## src/rtl/rdc_pkg.sv

```systemverilog
package rdc_pkg;
  localparam int LINE_BYTES = 128;
  localparam int OFF_W      = $clog2(LINE_BYTES);

  typedef logic [1:0] share_t;
  typedef enum logic {ST_IDLE, ST_WAIT} rdc_state_e;
endpackage

```

## src/rtl/rdc_addr_split.sv

```systemverilog
module rdc_addr_split
  import rdc_pkg::*;
#(
  parameter int ADDR_W = 32,
  parameter int IDX_W  = 4,
  localparam int TAG_W = ADDR_W - OFF_W - IDX_W
) (
  input  logic [ADDR_W-1:0] addr_i,
  output logic [IDX_W-1:0]  idx_o,
  output logic [TAG_W-1:0]  tag_o
);
  logic unused_off;
  assign unused_off = ^addr_i[OFF_W-1:0];
  assign idx_o = addr_i[OFF_W +: IDX_W];
  assign tag_o = addr_i[ADDR_W-1 -: TAG_W];
endmodule

```

## src/rtl/rdc_line_store.sv

```systemverilog
module rdc_line_store
  import rdc_pkg::*;
#(
  parameter int IDX_W  = 4,
  parameter int TAG_W  = 21,
  parameter int DATA_W = 64
) (
  input  logic              clk_i,
  input  logic              rst_ni,
  input  logic [IDX_W-1:0]  lk_idx_i,
  input  logic [TAG_W-1:0]  lk_tag_i,
  output logic              lk_hit_o,
  output logic [DATA_W-1:0] lk_data_o,
  output share_t            lk_share_o,
  input  logic              upd_en_i,
  input  logic [IDX_W-1:0]  upd_idx_i,
  input  logic [DATA_W-1:0] upd_data_i,
  input  logic              fill_en_i,
  input  logic [IDX_W-1:0]  fill_idx_i,
  input  logic [TAG_W-1:0]  fill_tag_i,
  input  logic [DATA_W-1:0] fill_data_i,
  input  share_t            fill_share_i,
  input  logic              inv_en_i,
  input  logic [IDX_W-1:0]  inv_idx_i,
  input  logic [TAG_W-1:0]  inv_tag_i,
  input  logic              flush_i
);
  localparam int ENTRIES = 1 << IDX_W;

  logic [ENTRIES-1:0] valid_q, valid_d;
  logic [TAG_W-1:0]   tag_q   [ENTRIES];
  logic [DATA_W-1:0]  data_q  [ENTRIES];
  share_t             share_q [ENTRIES];
  logic               inv_hit;

  assign inv_hit    = inv_en_i & valid_q[inv_idx_i] & (tag_q[inv_idx_i] == inv_tag_i);
  assign lk_hit_o   = valid_q[lk_idx_i] & (tag_q[lk_idx_i] == lk_tag_i);
  assign lk_data_o  = data_q[lk_idx_i];
  assign lk_share_o = share_q[lk_idx_i];

  // fill wins over invalidate and flush in the same cycle
  always_comb begin
    valid_d = valid_q;
    if (flush_i)      valid_d = '0;
    else if (inv_hit) valid_d[inv_idx_i] = 1'b0;
    if (fill_en_i)    valid_d[fill_idx_i] = 1'b1;
  end

  always_ff @(posedge clk_i or negedge rst_ni) begin
    if (!rst_ni) valid_q <= '0;
    else         valid_q <= valid_d;
  end

  always_ff @(posedge clk_i) begin
    if (fill_en_i) begin
      tag_q[fill_idx_i]   <= fill_tag_i;
      data_q[fill_idx_i]  <= fill_data_i;
      share_q[fill_idx_i] <= fill_share_i;
    end else if (upd_en_i) begin
      data_q[upd_idx_i] <= upd_data_i;
    end
  end

  assert_flush_empties_R7: assert property (@(posedge clk_i) disable iff (!rst_ni)
    flush_i && !fill_en_i |=> valid_q == '0);

  assert_fill_keeps_state_R6: assert property (@(posedge clk_i) disable iff (!rst_ni)
    fill_en_i |=> valid_q[$past(fill_idx_i)] && share_q[$past(fill_idx_i)] == $past(fill_share_i));

  assert_inv_drops_entry_R8: assert property (@(posedge clk_i) disable iff (!rst_ni)
    inv_hit && !(fill_en_i && fill_idx_i == inv_idx_i) |=> !valid_q[$past(inv_idx_i)]);
endmodule

```

## src/rtl/rdc_top.sv

```systemverilog
module rdc_top
  import rdc_pkg::*;
#(
  parameter int ADDR_W = 32,
  parameter int NODE_W = 2,
  parameter int IDX_W  = 4,
  parameter int DATA_W = 64,
  parameter int ID_W   = 4,
  localparam int TAG_W = ADDR_W - OFF_W - IDX_W
) (
  input  logic              clk_i,
  input  logic              rst_ni,
  input  logic [NODE_W-1:0] local_node_i,
  input  logic              req_valid_i,
  output logic              req_ready_o,
  input  logic [ADDR_W-1:0] req_addr_i,
  input  logic              req_write_i,
  input  logic [DATA_W-1:0] req_wdata_i,
  input  logic [ID_W-1:0]   req_id_i,
  output logic              rsp_valid_o,
  output logic              rsp_hit_o,
  output logic [ID_W-1:0]   rsp_id_o,
  output logic [DATA_W-1:0] rsp_data_o,
  output logic [1:0]        rsp_share_o,
  output logic              loc_valid_o,
  output logic [ADDR_W-1:0] loc_addr_o,
  output logic              loc_write_o,
  output logic [DATA_W-1:0] loc_wdata_o,
  output logic [ID_W-1:0]   loc_id_o,
  output logic              rmt_valid_o,
  output logic [ADDR_W-1:0] rmt_addr_o,
  output logic              rmt_write_o,
  output logic [DATA_W-1:0] rmt_wdata_o,
  input  logic              fill_valid_i,
  input  logic [DATA_W-1:0] fill_data_i,
  input  logic [1:0]        fill_share_i,
  input  logic              flush_i,
  input  logic              inv_valid_i,
  input  logic [ADDR_W-1:0] inv_addr_i
);
  rdc_state_e        st_q;
  logic [IDX_W-1:0]  req_idx, inv_idx, pend_idx_q;
  logic [TAG_W-1:0]  req_tag, inv_tag, pend_tag_q;
  logic [ID_W-1:0]   pend_id_q;
  logic              accept, is_remote, lk_hit, fill_en, upd_en;
  logic [DATA_W-1:0] lk_data;
  share_t            lk_share;

  rdc_addr_split #(.ADDR_W(ADDR_W), .IDX_W(IDX_W)) u_req_split (
    .addr_i(req_addr_i), .idx_o(req_idx), .tag_o(req_tag));

  rdc_addr_split #(.ADDR_W(ADDR_W), .IDX_W(IDX_W)) u_inv_split (
    .addr_i(inv_addr_i), .idx_o(inv_idx), .tag_o(inv_tag));

  assign req_ready_o = (st_q == ST_IDLE) & ~flush_i;
  assign accept      = req_valid_i & req_ready_o;
  assign is_remote   = req_addr_i[ADDR_W-1 -: NODE_W] != local_node_i;
  assign fill_en     = (st_q == ST_WAIT) & fill_valid_i;
  assign upd_en      = accept & is_remote & req_write_i & lk_hit;

  rdc_line_store #(.IDX_W(IDX_W), .TAG_W(TAG_W), .DATA_W(DATA_W)) u_store (
    .clk_i, .rst_ni,
    .lk_idx_i(req_idx), .lk_tag_i(req_tag),
    .lk_hit_o(lk_hit), .lk_data_o(lk_data), .lk_share_o(lk_share),
    .upd_en_i(upd_en), .upd_idx_i(req_idx), .upd_data_i(req_wdata_i),
    .fill_en_i(fill_en), .fill_idx_i(pend_idx_q), .fill_tag_i(pend_tag_q),
    .fill_data_i(fill_data_i), .fill_share_i(fill_share_i),
    .inv_en_i(inv_valid_i), .inv_idx_i(inv_idx), .inv_tag_i(inv_tag),
    .flush_i(flush_i));

  always_ff @(posedge clk_i or negedge rst_ni) begin
    if (!rst_ni) begin
      st_q        <= ST_IDLE;
      pend_idx_q  <= '0;
      pend_tag_q  <= '0;
      pend_id_q   <= '0;
      rsp_valid_o <= 1'b0;
      rsp_hit_o   <= 1'b0;
      rsp_id_o    <= '0;
      rsp_data_o  <= '0;
      rsp_share_o <= '0;
      loc_valid_o <= 1'b0;
      loc_addr_o  <= '0;
      loc_write_o <= 1'b0;
      loc_wdata_o <= '0;
      loc_id_o    <= '0;
      rmt_valid_o <= 1'b0;
      rmt_addr_o  <= '0;
      rmt_write_o <= 1'b0;
      rmt_wdata_o <= '0;
    end else begin
      rsp_valid_o <= 1'b0;
      loc_valid_o <= 1'b0;
      rmt_valid_o <= 1'b0;
      if (accept && !is_remote) begin
        loc_valid_o <= 1'b1;
        loc_addr_o  <= req_addr_i;
        loc_write_o <= req_write_i;
        loc_wdata_o <= req_wdata_i;
        loc_id_o    <= req_id_i;
      end else if (accept && req_write_i) begin
        rmt_valid_o <= 1'b1;
        rmt_addr_o  <= req_addr_i;
        rmt_write_o <= 1'b1;
        rmt_wdata_o <= req_wdata_i;
      end else if (accept && lk_hit) begin
        rsp_valid_o <= 1'b1;
        rsp_hit_o   <= 1'b1;
        rsp_id_o    <= req_id_i;
        rsp_data_o  <= lk_data;
        rsp_share_o <= lk_share;
      end else if (accept) begin
        rmt_valid_o <= 1'b1;
        rmt_addr_o  <= req_addr_i;
        rmt_write_o <= 1'b0;
        pend_idx_q  <= req_idx;
        pend_tag_q  <= req_tag;
        pend_id_q   <= req_id_i;
        st_q        <= ST_WAIT;
      end else if (fill_en) begin
        rsp_valid_o <= 1'b1;
        rsp_hit_o   <= 1'b0;
        rsp_id_o    <= pend_id_q;
        rsp_data_o  <= fill_data_i;
        rsp_share_o <= fill_share_i;
        st_q        <= ST_IDLE;
      end
    end
  end

  assert_local_bypass_R2: assert property (@(posedge clk_i) disable iff (!rst_ni)
    accept && !is_remote |=> loc_valid_o && !rmt_valid_o && !rsp_valid_o);

  assert_fetch_stalls_R3: assert property (@(posedge clk_i) disable iff (!rst_ni)
    rmt_valid_o && !rmt_write_o |-> !req_ready_o);

  assert_miss_rsp_after_fill_R3: assert property (@(posedge clk_i) disable iff (!rst_ni)
    rsp_valid_o && !rsp_hit_o |-> $past(fill_valid_i));

  assert_hit_stays_local_R4: assert property (@(posedge clk_i) disable iff (!rst_ni)
    rsp_valid_o && rsp_hit_o |-> !rmt_valid_o);

  assert_write_forwarded_R5: assert property (@(posedge clk_i) disable iff (!rst_ni)
    accept && is_remote && req_write_i |=> rmt_valid_o && rmt_write_o);

  assert_single_outlet_R1: assert property (@(posedge clk_i) disable iff (!rst_ni)
    $onehot0({loc_valid_o, rmt_valid_o, rsp_valid_o}));
endmodule

```

## config.mk

```make
export PLATFORM = sky130hd
export DESIGN_NAME = rdc_top
export DESIGN_NICKNAME = d
export VERILOG_FILES = /design/src/rtl/rdc_pkg.sv /design/src/rtl/rdc_addr_split.sv /design/src/rtl/rdc_line_store.sv /design/src/rtl/rdc_top.sv
export SDC_FILE = /design/constraint.sdc
export NUM_CORES = 2
export LEC_CHECK = 0
export BUFFER_PORTS_ARGS = -buffer_cell sky130_fd_sc_hd__clkbuf_2
export CAP_MARGIN = 20
export CORE_MARGIN = 5
export CORE_UTILIZATION = 27
export DETAILED_ROUTE_END_ITERATION = 12
export HOLD_SLACK_MARGIN = 0.12
export SYNTH_ARGS = -nofsm -noshare
export SYNTH_HDL_FRONTEND = slang
export SYNTH_SLANG_ARGS = --single-unit
```

## constraint.sdc

```tcl
create_clock -name clk_i -period 18.76 [get_ports clk_i]
set_input_delay 0.938 -clock clk_i [delete_from_list [all_inputs] [get_ports clk_i]]
set_output_delay 0.938 -clock clk_i [all_outputs]
set_load 0.005 [all_outputs]
```

# Word-level counts from Yosys, hierarchy flattened
# Memory sizes are Yosys's and may differ from the RTL's.
# Index checks and enable logic that the tools add are counted.
[word_totals]
ff_bits = 318
ramBits = 1392
in_bits = 207
output_inout_bits = 273
wordCells = 111
memories = 3
[op_classes]
order_cmp = 5
eq_ne = 5
muxes = 47
bitwise = 17
reduce_logical = 15
[mem_list]
columns = ["memory", "depth", "word_bits", "read_ports", "rd_ports_with_merged_regs", "wr", "line_no", "text"]
rows = [
  ["u_store.data_q", 16, 64, 1, 0, 1, "rdc_line_store.sv:32", "logic [DATA_W-1:0] data_q [ENTRIES];"],
  ["u_store.tag_q", 16, 21, 2, 0, 1, "rdc_line_store.sv:31", "logic [TAG_W-1:0] tag_q [ENTRIES];"],
  ["u_store.share_q", 16, 2, 1, 0, 1, "rdc_line_store.sv:33", "share_t share_q [ENTRIES];"],
]
[ops]
columns = ["op", "n"]
rows = [
  ["64-bit 2-to-1 mux", 4],
  ["32-bit 2-to-1 mux", 3],
  ["64-bit OR reduction", 1],
  ["16-bit 2-to-1 mux", 3],
  ["21-bit equality test", 2],
  ["1-bit 2-to-1 mux", 26],
  ["16-bit AND", 1],
  ["4-bit 2-to-1 mux", 4],
  ["16-bit inverter", 1],
  ["16-bit OR", 1],
  ["4-bit by 5-bit less-than comparator with 1-bit output (second input constant)", 3],
  ["4-bit AND reduction", 3],
  ["1-bit AND", 9],
  ["1-bit binary-select mux with 4-bit select", 2],
  ["1-bit demux with 4-bit select", 2],
  ["4-bit by 1-bit >= comparator with 1-bit output (second input constant)", 2],
  ["2-bit 2-to-1 mux", 3],
  ["2-bit nonzero test", 3],
  ["1-bit logical AND", 5],
  ["1-bit inverter", 5],
  ["3-bit AND reduction", 1],
  ["2-bit by 1-bit != test with 1-bit output (second input constant)", 1],
  ["2-bit != test", 1],
  ["2-bit != test (second input constant)", 1],
  ["other kinds (2)", 2],
]

# Longest topological paths before layout
[logic_depth]
ltp_word = 11
ltp_mapped = 16
ltp_nobuf = 8

# Hierarchy
# Synthesis repeated with hierarchy kept, for this count alone.
[unflattened]
cells_unflattened = 3436
area_unflattened_um2 = 70154.8
[modules_own_cells]
columns = ["mod", "n_inst", "cells_each", "area_per_inst_um2", "seq_area_each_um2"]
rows = [
  ["rdc_line_store", 1, 2655, 57657.8, 42200.5],
  ["rdc_top", 1, 731, 12121.6, 7557.2],
  ["rdc_addr_split", 2, 25, 187.7, 0.0],
]

# Least setup slack after synthesis
# No wires, ideal clock.
[synth_path]
kind = "input-to-reg"
startpoint = "input req_addr_i[7]"
endpoint = "memory u_store.data_q[14][0] (enable)"
setup_ps = 574
t_arrival_ps = 8383
t_required_ps = 18186
setup_slack_ps = 9802
stages = 14
path_buffers = 7
path_cell_list = "buf_6 buf_8 buf_6 buf_6 buf_4 buf_4 mux2i_1 a221oi_1 xnor2_1 nand4_1 a2111o_1 or4_4 buf_2 o21ai_0"
[synth_via]
elab_chain_cells = 9
elab_cells_between_ends = 12
cone_classes = "1 x eq/ne; 7 x mux; 2 x bitwise; 1 x reduce/logical; 1 x memory"
[synth_lines]
columns = ["element", "line_no", "text"]
rows = [
  ["from (decl)", "rdc_top.sv:16", "input logic [ADDR_W-1:0] req_addr_i,"],
  ["memory 16 x 21 bit / 1-bit binary-select mux with 4-bit select (equally long branches)", "--", ""],
  ["21-bit equality test / 1-bit 2-to-1 mux (equally long branches)", "rdc_line_store.sv:37", "assign lk_hit_o = valid_q[lk_idx_i] & (tag_q[lk_idx_i] == lk_tag_i);"],
  ["1-bit AND", "rdc_line_store.sv:37", ""],
  ["1-bit AND", "rdc_top.sv:59", "assign upd_en = accept & is_remote & req_write_i & lk_hit;"],
  ["1-bit 2-to-1 mux", "rdc_line_store.sv:59", "end else if (upd_en_i) begin"],
  ["1-bit 2-to-1 mux", "rdc_line_store.sv:55", "if (fill_en_i) begin"],
  ["1-bit 2-to-1 mux (not written as such)", "rdc_line_store.sv:60", "data_q[upd_idx_i] <= upd_data_i;"],
  ["64-bit OR reduction (no line)", "--", ""],
  ["4-bit 2-to-1 mux (no line) / 1-bit 2-to-1 mux (equally long branches)", "--", ""],
  ["to (decl)", "rdc_line_store.sv:32", ""],
]
# Several ways; a longest one is shown, not always the timed one. The select of a mux whose other input is x is not followed.

# Worst setup path in the final report
[layout_path]
startpoint = "input req_addr_i[8]"
endpoint = "memory u_store.data_q[10][58] (enable)"
# The elaborated chain is that of the path after synthesis.

==> flow_summary.ini <==
[global_routing]
grt_overflow = 0
grt_max_degree = 105
antenna_found_initial = 9
grt_pass1_vias = 38400
grtUsageTotal_pct = 14.7
grt_pass1_wl_um = 288000

[logic_synthesis]
postSynthAreaPerCell_um2 = 19.9
synth_nets = 3728
synth_ff_type = edfxtp_1
synth-edff-count = 1392
synth_cell_types = 62
async_flop_share_pct = 18.6
synth_top_cell_by_area = edfxtp_1
yosysSeqAreaShare_pct = 71.1
synthCells = 3521
synth_top_area_share_pct = 59.7
ys_ff_latch = 1710
mappedNetlistArea_um2 = 70000
synth.area.top_cells = edfxtp_1, mux4_2, dfrtp_1
yosys_warnings = 0

[critical_path]
critPathMaxFanout = 69
arrival_ps = 7630
startpoint_type = primary input
cp-end-kind = register
cp.required_ps = 19160
rrSetupSlack_ps = 13060
path_class = primary input to register

[layout]
utilization_pct = 32.1
syn_to_final_growth_pct = 18.5
final_cell_mix = edfxtp_1, mux4_2, clkbuf_2
fin_cells = 7607
layout-drive-gt1-share_pct = 39.9
final_area_um2 = 83000
final_common_cell = edfxtp_1
fin_nets = 4244

[sta]
rsz0062_at_grt = no
fin_crit_ps = 7240
slew_viol_final = 0
relSlewSlack_pct = 23.2
tightest_slew_ps = 1150
finalSetupViolCount = 0
finClkSkew_ps = 69.2
hold_viol_final = 0
fmax_mhz = 138
tns_ps = 0
post-route-period-util_pct = 38.6

[clock_tree]
h-tree-depth = 4
clock-root-buffer = clkbuf_16
cts_hold_buf = 1
ctsResizeCount = 0
cts_buffers = 184
clk_pin_slew_ps = 60
cts_tree = yes
cts_sinks = 1710
cts_setup_buffers = 0
cts_max_path_buffers = 3
clock_latency_ps = 820

[die]
die_area_um2 = 270000
die_h_um = 519
row_count = 187
io_pins = 480
core_area_um2 = 259000
die_w_um = 519
initial_core_util_pct = 27.1

[place]
routabilityCongestion = 0.801
portBuffers = 472
dp_cells = 7251
place_hpwl_um = 117000
place_area_um2 = 76500

[routing]
vias = 37100
ant_nets = 1
drcViolationCount = 0
drtPass1Iterations = 7
first_iter_violations = 3387
post_drt_wl_per_cell_um = 26.7
routed_wl_um = 203000
viasPerCell = 4.88

[power]
p_per_area_nw_per_um2 = 112
power_leakage_nw = 28.4
ir_worst_vdd_mv = 0.0896

[job]
maxCapViolCount = 0

[outcome]
violations = antenna violations
outcome = complete, but fails checks

[hold_path]
hp-class = primary input to register
path summary, 6_finish.rpt:
path	from	end	depth (start not counted)
setup / recovery	req_addr_i[8]	u_store.data_q[10][58]$_DFFE_PP_	12
hold / removal	req_addr_i[1]	loc_addr_o[1]$_DFFE_PN0P_	3
setup reg to reg	u_store.tag_q[3][19]$_DFFE_PP_	u_store.data_q[10][58]$_DFFE_PP_	10
hold reg to reg	loc_wdata_o[56]$_DFFE_PN0P_	loc_wdata_o[56]$_DFFE_PN0P_	2
max in group asynchronous	rst_ni	loc_wdata_o[7]$_DFFE_PN0P_	4
min in group asynchronous	rst_ni	loc_addr_o[16]$_DFFE_PN0P_	2
layer usage:
metal / global-route usage (%) / vias to the layer above / wire [um]
li1: - / 15400 / -
met1: 20.4 / 20000 / 88100
met2: 23.8 / 1480 / 96700
met3: 2.68 / 273 / 13400
met4: 3.76 / 0 / 4900
met5: 0 / - / 0
critical path, cell delays in order:
cell,delay (ps)
buf_8,460
buf_4,730
buf_4,850
mux4_2,430
mux2i_1,200
xor2_1,380
a31oi_1,160
or4_1,790
or4_4,860
o21ai_4,260
buf_4,560
buf_4,780
sequential cells by signal, summed over array words and instances, names as in the netlist, 2 cells and up:
| register | flops |
|---|---|
| pend_idx_q | 4 |
| loc_id_o | 4 |
| rsp_share_o | 2 |
| u_store.valid_q | 16 |
| u_store.tag_q | 336 |
| rmt_wdata_o | 64 |
| loc_addr_o | 32 |
| u_store.share_q | 32 |
| pend_id_q | 4 |
| pend_tag_q | 21 |
| loc_wdata_o | 64 |
| rsp_id_o | 4 |
| rmt_addr_o | 32 |
| u_store.data_q | 1024 |
| rsp_data_o | 64 |
synth_stat cells, types with 23 or more instances:
library cell  instances
dfrtp_1             318
mux2_2              201
buf_2                28
clkbuf_1            124
mux2i_1              68
edfxtp_1           1392
mux4_2              501
nand2b_1             76
nor2b_1              23
nand2_1             303
o221a_2              65
or3_1                70
buf_1                43
o21ai_0              40
mux2_4               29
xnor2_1              31
logic make-up after synthesis:
logic type | after synthesis | synth area share (%)
flip-flops | 1710 | 71.1
AO/OA/AOI/OAI | 188 | 2.28
XOR/XNOR | 46 | 0.575
buffers and inverters | 238 | 1.49
multiplexers | 799 | 20.9
AND/OR/NAND/NOR | 540 | 3.66
final cells by class:
type / instances / area [um2]
antenna: 12 / 30.0
clock buffer: 240 / 5030
sequential: 1710 / 49800
multi-input combinational: 1573 / 19500
fill: 24800 / 176000
clock inverter: 102 / 1360
tap: 3402 / 4260
timing repair buffer: 544 / 3000
inverter: 24 / 92.6
through the flow:
step	setup slack, ps	power (mW)	hold WS [ps]
2_1_floorplan	9800	5.08	470
3_3_place_gp	10700	5.53	461
3_5_place_dp	10680	5.55	461
4_1_cts	11540	9.38	252
5_1_grt	11420	9.62	282
6_report	11520	9.26	339
report_power, final:
group	switching (mW)	internal [mW]	leakage (nW)	total [mW]
Combinational	0.464	0.435	8.94	0.899
Clock	1.57	2.24	3.11	3.81
Sequential	0.169	4.39	16.3	4.56
Power figures use the tool's default switching activity.
